## src/rtl/oc_fault_pkg.sv

```systemverilog
package oc_fault_pkg;
  // strobes from control to the timer datapath
  typedef struct packed {
    logic holdZero;   // qualified trip present: discharge timer
  } ctlStrobes_t;
endpackage

```

## src/rtl/oc_clear_timer.sv

```systemverilog
module oc_clear_timer
  import oc_fault_pkg::*;
#(
  parameter int CLEAR_CYCLES = 190000
) (
  input  logic        clk,
  input  logic        rstN,
  input  ctlStrobes_t strobes,
  output logic        expired
);
  localparam int CW = $clog2(CLEAR_CYCLES + 1);
  localparam logic [CW-1:0] LIMIT = CW'(CLEAR_CYCLES);

  logic [CW-1:0] count;

  always_ff @(posedge clk) begin
    if (!rstN) begin
      count <= LIMIT;
    end else if (strobes.holdZero) begin
      count <= '0;
    end else if (count != LIMIT) begin
      count <= count + 1'b1;
    end
  end

  assign expired = (count == LIMIT);
endmodule

```

## src/rtl/oc_fault_ctrl.sv

```systemverilog
module oc_fault_ctrl
  import oc_fault_pkg::*;
#(
  parameter int FILT_CYCLES = 23
) (
  input  logic        clk,
  input  logic        rstN,
  input  logic        tripIn,
  input  logic        uvIn,
  input  logic        expired,
  output ctlStrobes_t strobes,
  output logic        shutdown,
  output logic        faultN,
  output logic        timerDischarge
);
  logic tripQual;
  logic ocLatch;

  // persistence filter on the trip input
  generate
    if (FILT_CYCLES <= 1) begin : g_noFilt
      always_ff @(posedge clk) begin
        if (!rstN) tripQual <= 1'b0;
        else       tripQual <= tripIn;
      end
    end else begin : g_filt
      localparam int FW = $clog2(FILT_CYCLES);
      localparam logic [FW-1:0] LAST = FW'(FILT_CYCLES - 1);
      logic [FW-1:0] runCnt;
      always_ff @(posedge clk) begin
        if (!rstN) begin
          runCnt   <= '0;
          tripQual <= 1'b0;
        end else if (!tripIn) begin
          runCnt   <= '0;
          tripQual <= 1'b0;
        end else if (runCnt == LAST) begin
          tripQual <= 1'b1;
        end else begin
          runCnt <= runCnt + 1'b1;
        end
      end
    end
  endgenerate

  // set-dominant fault latch
  always_ff @(posedge clk) begin
    if (!rstN)         ocLatch <= 1'b0;
    else if (tripQual) ocLatch <= 1'b1;
    else if (expired)  ocLatch <= 1'b0;
  end

  always_comb begin
    strobes.holdZero = tripQual;
    shutdown         = ocLatch | uvIn;
    faultN           = ~shutdown;
    timerDischarge   = tripQual;
  end
endmodule

```

## src/rtl/oc_fault_guard.sv

```systemverilog
module oc_fault_guard
  import oc_fault_pkg::*;
#(
  parameter int FILT_CYCLES  = 23,
  parameter int CLEAR_CYCLES = 190000
) (
  input  logic clk,
  input  logic rstN,
  input  logic tripIn,
  input  logic uvIn,
  output logic shutdown,
  output logic faultN,
  output logic timerDischarge
);
  ctlStrobes_t strobes;
  logic        expired;

  oc_fault_ctrl #(.FILT_CYCLES(FILT_CYCLES)) u_ctrl (
    .clk(clk), .rstN(rstN), .tripIn(tripIn), .uvIn(uvIn),
    .expired(expired), .strobes(strobes), .shutdown(shutdown),
    .faultN(faultN), .timerDischarge(timerDischarge)
  );

  oc_clear_timer #(.CLEAR_CYCLES(CLEAR_CYCLES)) u_timer (
    .clk(clk), .rstN(rstN), .strobes(strobes), .expired(expired)
  );
endmodule

```

## config.mk

```make
export PLATFORM = sky130hd
export DESIGN_NAME = oc_fault_guard
export DESIGN_NICKNAME = d
export VERILOG_FILES = /design/src/rtl/oc_fault_pkg.sv /design/src/rtl/oc_clear_timer.sv /design/src/rtl/oc_fault_ctrl.sv /design/src/rtl/oc_fault_guard.sv
export SDC_FILE = /design/constraint.sdc
export NUM_CORES = 1
export LEC_CHECK = 0
export BUFFER_PORTS_ARGS = -buffer_cell sky130_fd_sc_hd__buf_2
export CAP_MARGIN = 20
export CORE_ASPECT_RATIO = 0.8
export CORE_UTILIZATION = 60
export DETAILED_ROUTE_END_ITERATION = 10
export PLACE_DENSITY = 0.91
export SYNTH_ARGS = -nofsm -noshare
export SYNTH_HDL_FRONTEND = slang
export SYNTH_SLANG_ARGS = --single-unit
```

## constraint.sdc

```tcl
create_clock -name clk -period 4.5 [get_ports clk]
set_clock_uncertainty 0.15 [all_clocks]
set_input_delay 1.35 -clock clk [delete_from_list [all_inputs] [get_ports clk]]
set_output_delay 1.35 -clock clk [all_outputs]
set_load 0.05 [all_outputs]
```

==> impl_metrics.py, run 1 <==
metrics = {
    "worst_hold_path": {
        "min_path_cells": 2,
        "hold_class": "reg2reg",
        "min-delay-start": "u_ctrl.ocLatch$_SDFFE_PN0P_",
        "hold_end": "u_ctrl.ocLatch$_SDFFE_PN0P_",
    },
    "worst_setup_path": {
        "arrival_ns": 2.01,
        "rr_worst_depth": 5,
        "reg2reg_to": "u_timer.count[16]$_SDFFE_PP0N_",
        "cp-start-kind": "primary input",
        "end_kind": "output pin",
        "reg2reg_slack_ns": 2.41,
        "critPathMaxFanout": 2,
        "path_class": "in2out",
        "regToRegStartpoint": "u_timer.count[1]$_SDFFE_PP0N_",
        "worstPathRequired_ns": 3.00,
    },
    "route": {
        "drt_iter0_markers": 30,
        "first_pass_iters": 4,
        "vias_per_cell": 5.940,
        "wl_per_cell_um": 14.57,
        "route.detailed.drc": 0,
        "num_vias": 998,
        "finalWirelength_um": 2447,
        "ant_nets": 0,
    },
    "synthesis": {
        "synthMuxAreaShare_pct": 0.8351,
        "synth_edf_count": 0,
        "synth_fa_ha_area_share_pct": 4.175,
        "synth_common_cells": "dfxtp_1, nand2_1, inv_1",
        "ys.flop_type": "dfxtp_1",
        "netlist_area_um2": 1199,
        "synth_fp_nets": 145,
        "synth_seq_cells": 25,
        "seq_area_frac_synth_pct": 41.75,
        "synth_area_leader_cell": "dfxtp_1",
        "synth_compound_area_share_pct": 8.038,
        "synth_top_family_by_area": "simple AND/OR/NAND/NOR gates",
        "synth-simple-area-share_pct": 31.21,
        "yosysWarnings": 0,
        "async_reset_ff_share_pct": 0,
        "avgSynthCellArea_um2": 8.749,
        "yosysTopAreaCellShare_pct": 41.75,
        "yosys-top-cells-area": "dfxtp_1, xnor2_1, xor2_1",
        "synth_xor_xnor_area_share_pct": 10.23,
        "synth_cells": 137,
        "synth.most_common_cell": "dfxtp_1",
        "synth.distinct_cells": 35,
    },
    "cells_and_area": {
        "nets": 153,
        "fillCellCount": 158,
        "drive_gt1_share_pct": 10.42,
        "ff_latch_area_um2": 500.5,
        "insertedDiodeCount": 0,
        "multi_input_area_um2": 653.1,
        "fin_area_um2": 1275,
        "area_growth_pct": 6.367,
    },
    "power": {
        "p_int_uw": 273.4,
        "power_frac_seq_pct": 62.3,
        "clkPwrFrac_pct": 27.5,
        "ir_worst_vdd_mv": 0.3349,
        "powerDensity_nw_per_um2": 291.8,
        "sw_frac_of_total_pct": 26.52,
        "p_sw_uw": 98.66,
        "combPwrFrac_pct": 10.1,
        "p_leak_uw": 0.0004935,
    },
    "timing": {
        "tns_ns": 0,
        "finalHoldWorstSlack_ns": 0.3237,
        "setup_violations": 0,
        "timing.final.crit_share_pct": 77.98,
        "slew_headroom_pct": 63.84,
        "fin_crit_ns": 3.509,
        "hold_viol": 0,
        "fmax_mhz": 285.0,
        "worstMarginPinSlew_ns": 0.5374,
        "rsz0062_at_grt": "false",
        "slew_violations": 0,
    },
    "cts": {
        "clock-root-buffer": "clkbuf_4",
        "clockBufferDepth": 2,
        "clk_pin_slew_worst_paths_ns": 0.15,
        "numClockSinks": 25,
        "cts_tree": "yes",
        "numCtsBuffers": 3,
        "ctsHoldBuffers": 0,
        "cts_setup_buffers": 0,
        "cts_resized": 0,
        "insertion_delay_ns": 0.33,
        "h-tree-depth": 1,
    },
    "grt": {
        "grt_usage_pct": 26.02,
        "grt_max_degree": 15,
        "grt_pass1_wl_um": 4112,
        "grt.overflow.total": 0,
        "antenna_found_initial": 0,
        "grt_pass1_vias": 968,
    },
    "die": {
        "dieWidth_um": 51.97,
        "die_y_um": 41.98,
        "pin_count": 7,
        "core_um2": 1874,
        "dieArea_um2": 2181,
        "initial_core_util_pct": 63.95,
        "rows": 14,
    },
    "run": {
        "maxCapViolations": 0,
    },
    "placement": {
        "port_buffers": 6,
        "placedInstanceArea_um2": 1247,
        "hpwl_um": 1863,
        "gp_congestion": 0.8683,
    },
    "status": {
        "status": "finished, final reports clean",
    },
}
## flip-flops by register name, summed over array words and instances (netlist names)
signal                cells
u_ctrl.g_filt.runCnt      5
u_timer.count            18
u_ctrl.strobes            1
u_ctrl.ocLatch            1
## logic make-up (layout without fill, tap and decap cells)
logic type | Yosys count | in the layout
fa+ha+maj | 4 | 4
mux | 1 | 1
compound gates | 17 | 17
simple gates | 64 | 64
xor+xnor | 14 | 14
buf+inv | 12 | 19
flops | 25 | 25
## through the flow
stage,util (%),total power (uW),setup WS (ns),std cells
floorplan,-,263.8,0.8838,137
global placement,66.56,269.9,0.9921,164
detailed placement,66.56,273.6,0.9903,164
CTS,68.02,374.1,0.9897,168
global route,68.02,388.2,0.9608,168
finish,68.02,372.1,0.9908,168
## cell usage in the layout, fill, tap and decap left out, types with 4 or more instances in the layout
cell,instances
nand4_1,6
ha_1,4
o21ai_1,4
buf_2,6
xnor2_1,7
inv_1,9
nand3_1,7
dfxtp_1,25
a21oi_1,5
nor3_1,6
nor2_1,8
xor2_1,7
nand2_1,14
o21ai_0,4
## layer usage
| metal | share of wire, % | global-route usage (%) |
|---|---|---|
| met5 | 0 | 0 |
| met1 | 45 | 31.95 |
| met4 | 1.6 | 11.35 |
| met2 | 48 | 40.77 |
| met3 | 5.0 | 9.058 |
## critical path: stages
cell and delay (ns):
buf_2 0.09, or2_2 0.27, inv_1 0.05, buf_2 0.25
## area by class of cell
type,instances,share of cell area (%)
sequential,25,39.25
multi-input combinational,100,51.23
inverter,9,2.650
clock buffer,3,1.766
tap,24,2.355
timing repair buffer,6,2.355
clock inverter,1,0.3925
## worst max path at each step
| stage | start | to | slack [ns] | cells past startpoint |
|---|---|---|---|---|
| final | uvIn | faultN | 0.99 | 4 |
| after floorplan | uvIn | faultN | 0.88 | 2 |
| after CTS | uvIn | faultN | 0.99 | 4 |
| after global placement | uvIn | faultN | 0.99 | 4 |
| after global routing | uvIn | faultN | 0.96 | 4 |
| after detailed placement | uvIn | faultN | 0.99 | 4 |
## power groups by stage
stage	Clock, uW	Sequential [uW]	Combinational (uW)
after floorplan	0	235	28.7
after global placement	0	236	33.7
after detailed placement	0	237	36.9
after CTS	105	232	37.2
after global routing	114	233	41.7
final	102	232	37.7
No activity file was read; power rests on OpenSTA's default activity.
==> inputs of run 2 (changes only) <==
--- a/config.mk
+++ b/config.mk
@@ -8,9 +8,9 @@
 export BUFFER_PORTS_ARGS = -buffer_cell sky130_fd_sc_hd__buf_2
 export CAP_MARGIN = 20
 export CORE_ASPECT_RATIO = 0.8
-export CORE_UTILIZATION = 60
+export CORE_UTILIZATION = 52
 export DETAILED_ROUTE_END_ITERATION = 10
-export PLACE_DENSITY = 0.91
+export PLACE_DENSITY = 0.84
 export SYNTH_ARGS = -nofsm -noshare
 export SYNTH_HDL_FRONTEND = slang
 export SYNTH_SLANG_ARGS = --single-unit
==> constraint.sdc (replaced) <==
create_clock -name clk -period 2.9 [get_ports clk]
set_clock_uncertainty 0.15 [all_clocks]
set_input_delay 0.87 -clock clk [delete_from_list [all_inputs] [get_ports clk]]
set_output_delay 0.87 -clock clk [all_outputs]
set_load 0.05 [all_outputs]
==> run 2 against run 1 <==
Global-route usage is 6.6 points lower. Total power grew 55%. Register-to-register slack got worse by 1.6 ns. Sequential power increased by 55%. Final cell count is 0.60% higher. Largest power group unchanged.
==> impl_metrics.py, run 2 (synthesis results as in run 1) <==
metrics = {
    "worst_setup_path": {
        "crit_start": "uvIn",
        "reg2reg_slack_ns": 0.84,
        "critPathMaxFanout": 2,
        "path_class": "in2out",
        "end_kind": "output pin",
        "cp-start-kind": "primary input",
        "arrival_ns": 1.53,
        "worstPathRequired_ns": 1.88,
        "regToRegStartpoint": "u_timer.count[0]$_SDFFE_PP0N_",
    },
    "grt": {
        "grt_pass1_vias": 873,
        "grt_pass1_wl_um": 3795,
        "grt_usage_pct": 19.45,
        "grt_max_degree": 16,
        "antenna_found_initial": 0,
        "grt.overflow.total": 0,
    },
    "cells_and_area": {
        "nets": 153,
        "area_growth_pct": 6.681,
        "largest-register": "u_timer.count",
        "fillCellCount": 188,
        "top_regs": "u_timer.count (18), u_ctrl.g_filt.runCnt (5)",
        "largest_register_ffs": 18,
        "final_cell_mix": "dfxtp_1, nand2_1, inv_1",
        "mostFrequentLayoutCell": "dfxtp_1",
        "fin_area_um2": 1279,
        "insertedDiodeCount": 0,
        "drive_gt1_share_pct": 10.42,
    },
    "placement": {
        "preCtsSetupSlack_ns": 0.3518,
        "port_buffers": 6,
        "gp_congestion": 0.7615,
        "hpwl_um": 1591,
        "placedInstanceArea_um2": 1249,
    },
    "timing": {
        "fmax_mhz": 392.6,
        "setup_violations": 0,
        "timing.final.crit_share_pct": 87.84,
        "slew_violations": 0,
        "hold_viol": 0,
        "worstMarginPinSlew_ns": 0.4748,
        "setup_slack_ns": 0.3527,
        "tns_ns": 0,
        "slew_headroom_pct": 68.08,
        "fin_crit_ns": 2.547,
        "finalHoldWorstSlack_ns": 0.3185,
        "rsz0062_at_grt": "false",
    },
    "cts": {
        "cts_resized": 0,
        "clk_pin_slew_worst_paths_ns": 0.15,
        "h-tree-depth": 1,
        "clockBufferDepth": 2,
        "cts_setup_buffers": 0,
        "clock-root-buffer": "clkbuf_4",
        "numClockSinks": 25,
        "insertion_delay_ns": 0.33,
        "cts_tree": "yes",
        "numCtsBuffers": 3,
        "ctsHoldBuffers": 0,
    },
    "route": {
        "first_pass_iters": 5,
        "dr_wl_met3_um": 89,
        "route.met2.wl_um": 997,
        "top_layer": "met4",
        "wl_per_cell_um": 12.69,
        "num_vias": 985,
        "wl_met1_um": 1045,
        "ant_nets": 0,
        "finalWirelength_um": 2145,
        "drt_iter0_markers": 19,
        "vias_per_cell": 5.828,
        "route.detailed.drc": 0,
    },
    "die": {
        "die_y_um": 44.94,
        "dieArea_um2": 2502,
        "dieWidth_um": 55.68,
        "core_um2": 2158,
        "pin_count": 7,
        "rows": 15,
        "initial_core_util_pct": 55.54,
    },
    "run": {
        "maxCapViolations": 0,
    },
    "status": {
        "status": "finished, final reports clean",
    },
    "worst_hold_path": {
        "hold_class": "reg2reg",
        "min-delay-start": "u_ctrl.ocLatch$_SDFFE_PN0P_",
    },
    "power": {
        "ir_worst_vdd_mv": 0.3262,
        "p_leak_uw": 0.0004898,
        "powerDensity_nw_per_um2": 450.8,
    },
}
## run 2: cell types whose count changed in the layout (fill, tap and decap cells not counted)
| cell | delta |
|---|---|
| clkinv_2 | -1 |
| clkinvlp_4 | +1 |
## run 2: stage by stage
step / power [uW] / utilization [%] / cells
after global placement: 419.2 / 57.86 / 165
final: 576.5 / 59.25 / 169
after detailed placement: 422.5 / 57.86 / 165
after CTS: 582.2 / 59.25 / 169
after global routing: 604.7 / 59.25 / 169
after floorplan: 409.4 / - / 137
## run 2: cell type report
class,instances,area [um2],share of cell area [%]
Timing Repair Buffer,6,30.03,2.348
Clock inverter,1,7.507,0.5871
Clock buffer,3,22.52,1.761
Multi-Input combinational cell,100,653.1,51.08
Tap cell,25,31.28,2.446
Sequential cell,25,500.5,39.14
Inverter,9,33.78,2.642
## run 2: worst paths after layout
kind | cells after the start | end
hold / removal | 2 | u_ctrl.ocLatch$_SDFFE_PN0P_
setup / recovery | 4 | faultN
setup reg to reg | 5 | u_timer.count[16]$_SDFFE_PP0N_
hold reg to reg | 2 | u_ctrl.ocLatch$_SDFFE_PN0P_
## run 2: worst max-delay path: stages
cell   delay, ns
buf_2       0.09
or2_2       0.27
inv_1       0.05
buf_2       0.24
## run 2: routing by layer
metal,global-route usage [%],vias up
met5,0,-
met4,7.500,0
met3,5.444,2
met2,32.77,18
met1,24.29,465
li1,-,500
## run 2: power breakdown
part | switching (uW) | internal (uW) | leakage [uW]
Combinational | 33.5 | 21.6 | 0.000274
Sequential | 10.1 | 350 | 0.000202
Clock | 108 | 52.7 | 0.0000139
Total | 152 | 425 | 0.000490
==> inputs of run 3 (changes only) <==
--- a/config.mk
+++ b/config.mk
@@ -5,12 +5,14 @@
 export SDC_FILE = /design/constraint.sdc
 export NUM_CORES = 1
 export LEC_CHECK = 0
-export BUFFER_PORTS_ARGS = -buffer_cell sky130_fd_sc_hd__buf_2
 export CAP_MARGIN = 20
+export CELL_PAD_IN_SITES_DETAIL_PLACEMENT = 0
+export CELL_PAD_IN_SITES_GLOBAL_PLACEMENT = 1
 export CORE_ASPECT_RATIO = 0.8
-export CORE_UTILIZATION = 52
+export CORE_UTILIZATION = 42
 export DETAILED_ROUTE_END_ITERATION = 10
-export PLACE_DENSITY = 0.84
+export DONT_BUFFER_PORTS = 1
+export PLACE_DENSITY = 0.85
 export SYNTH_ARGS = -nofsm -noshare
 export SYNTH_HDL_FRONTEND = slang
 export SYNTH_SLANG_ARGS = --single-unit
==> run 3 against run 2 <==
Die area up 23%. First-iteration DRC count up 84%. Core utilization down 9.9 points. Sequential power about the same. Hold slack worse by 0.012 ns. Register-to-register slack worse by 0.03 ns. Global-route usage down 2.8 points. Critical path type unchanged. Highest routed layer unchanged.
==> impl_metrics.py, run 3 (synthesis results as in run 1) <==
metrics = {
    "grt": {
        "grt_pass1_vias": 902,
        "grt_pass1_wl_um": 3815,
        "antenna_found_initial": 0,
        "grt_usage_pct": 16.70,
        "grt_max_degree": 14,
        "grt.overflow.total": 0,
    },
    "cts": {
        "cts_resized": 0,
        "clock-root-buffer": "clkbuf_4",
        "cts_tree": "yes",
        "h-tree-depth": 1,
        "numClockSinks": 25,
        "insertion_delay_ns": 0.31,
        "cts_setup_buffers": 0,
        "ctsHoldBuffers": 0,
        "clockBufferDepth": 2,
        "numCtsBuffers": 3,
        "clk_pin_slew_worst_paths_ns": 0.13,
    },
    "cells_and_area": {
        "nets": 149,
        "fin_area_um2": 1274,
        "final_cell_mix": "dfxtp_1, nand2_1, inv_1",
        "mostFrequentLayoutCell": "dfxtp_1",
        "largest-register": "u_timer.count",
        "insertedDiodeCount": 0,
        "final_util_pct": 49.32,
        "drive_gt1_share_pct": 7.143,
        "area_growth_pct": 6.263,
        "top_regs": "u_timer.count (18), u_ctrl.g_filt.runCnt (5)",
        "largest_register_ffs": 18,
        "final_cells": 176,
    },
    "timing": {
        "setup_slack_ns": 0.5007,
        "slew_headroom_pct": 44.37,
        "worstMarginPinSlew_ns": 0.8332,
        "fin_crit_ns": 2.399,
        "slew_violations": 0,
        "tns_ns": 0,
        "timing.final.crit_share_pct": 82.73,
        "setup_violations": 0,
        "rsz0062_at_grt": "false",
        "hold_viol": 0,
        "fmax_mhz": 416.8,
    },
    "die": {
        "dieArea_um2": 3073,
        "initial_core_util_pct": 46.41,
        "die_y_um": 49.78,
        "pin_count": 7,
        "rows": 16,
        "core_um2": 2582,
        "dieWidth_um": 61.73,
    },
    "route": {
        "route.met2.wl_um": 920,
        "top_layer": "met4",
        "drt_iter0_markers": 35,
        "wl_met1_um": 1145,
        "num_vias": 975,
        "finalWirelength_um": 2177,
        "vias_per_cell": 5.540,
        "route.detailed.drc": 0,
        "wl_per_cell_um": 12.37,
        "ant_nets": 0,
        "first_pass_iters": 4,
        "dr_wl_met3_um": 82,
    },
    "power": {
        "ir_worst_vdd_mv": 0.2368,
        "p_leak_uw": 0.0004751,
        "powerDensity_nw_per_um2": 441.0,
    },
    "placement": {
        "port_buffers": 0,
        "hpwl_um": 1628,
        "placedInstanceArea_um2": 1247,
        "preCtsSetupSlack_ns": 0.4947,
        "dp.cells": 172,
        "gp_congestion": 0.7761,
    },
    "worst_setup_path": {
        "cp-start-kind": "primary input",
        "end_kind": "output pin",
        "arrival_ns": 1.38,
        "critPathMaxFanout": 2,
        "worstPathRequired_ns": 1.88,
        "crit_start": "uvIn",
        "regToRegStartpoint": "u_timer.count[1]$_SDFFE_PP0N_",
        "path_class": "in2out",
    },
    "status": {
        "status": "finished, final reports clean",
    },
    "run": {
        "maxCapViolations": 0,
    },
    "worst_hold_path": {
        "hold_class": "reg2reg",
        "min-delay-start": "u_ctrl.ocLatch$_SDFFE_PN0P_",
    },
}
## run 3: final cells by class
cell class,instances,area [um2]
fillers,243,1309
multi-input cells,100,653.1
flip-flops and latches,25,500.5
well taps,36,45.04
inverters,9,33.78
clock buffers,4,26.28
repair buffers,2,15.01
## run 3: critical path: stages
cell	delay, ns
or2_2	0.27
inv_1	0.06
buf_4	0.18
## run 3: power breakdown
part	leakage [uW]	switching [uW]	internal, uW	total (uW)
clock	0.0000150	96.6	53.7	150
sequential	0.000202	9.08	350	359
combinational	0.000258	30.8	21.3	52.1
## run 3: layer usage
layer,track usage (%),vias to the layer above
li1,-,495
met1,23.21,461
met2,24.01,15
met3,5.774,4
met4,5.185,0
met5,0,-
## run 3: worst paths after layout
| path | cells past startpoint | end | slack (ns) |
|---|---|---|---|
| hold reg to reg | 2 | u_ctrl.ocLatch$_SDFFE_PN0P_ | 0.31 |
| hold / removal | 2 | u_ctrl.ocLatch$_SDFFE_PN0P_ | 0.31 |
| setup / recovery | 3 | faultN | 0.50 |
| setup reg to reg | 5 | u_timer.count[16]$_SDFFE_PP0N_ | 0.81 |
## run 3: metrics by stage
step | hold slack (ns) | total power, uW
3_3_place_gp | 0.2874 | 418.3
2_1_floorplan | 0.2737 | 409.4
6_report | 0.3068 | 561.7
3_5_place_dp | 0.2926 | 419.4
4_1_cts | 0.3124 | 571.9
5_1_grt | 0.3477 | 592.5
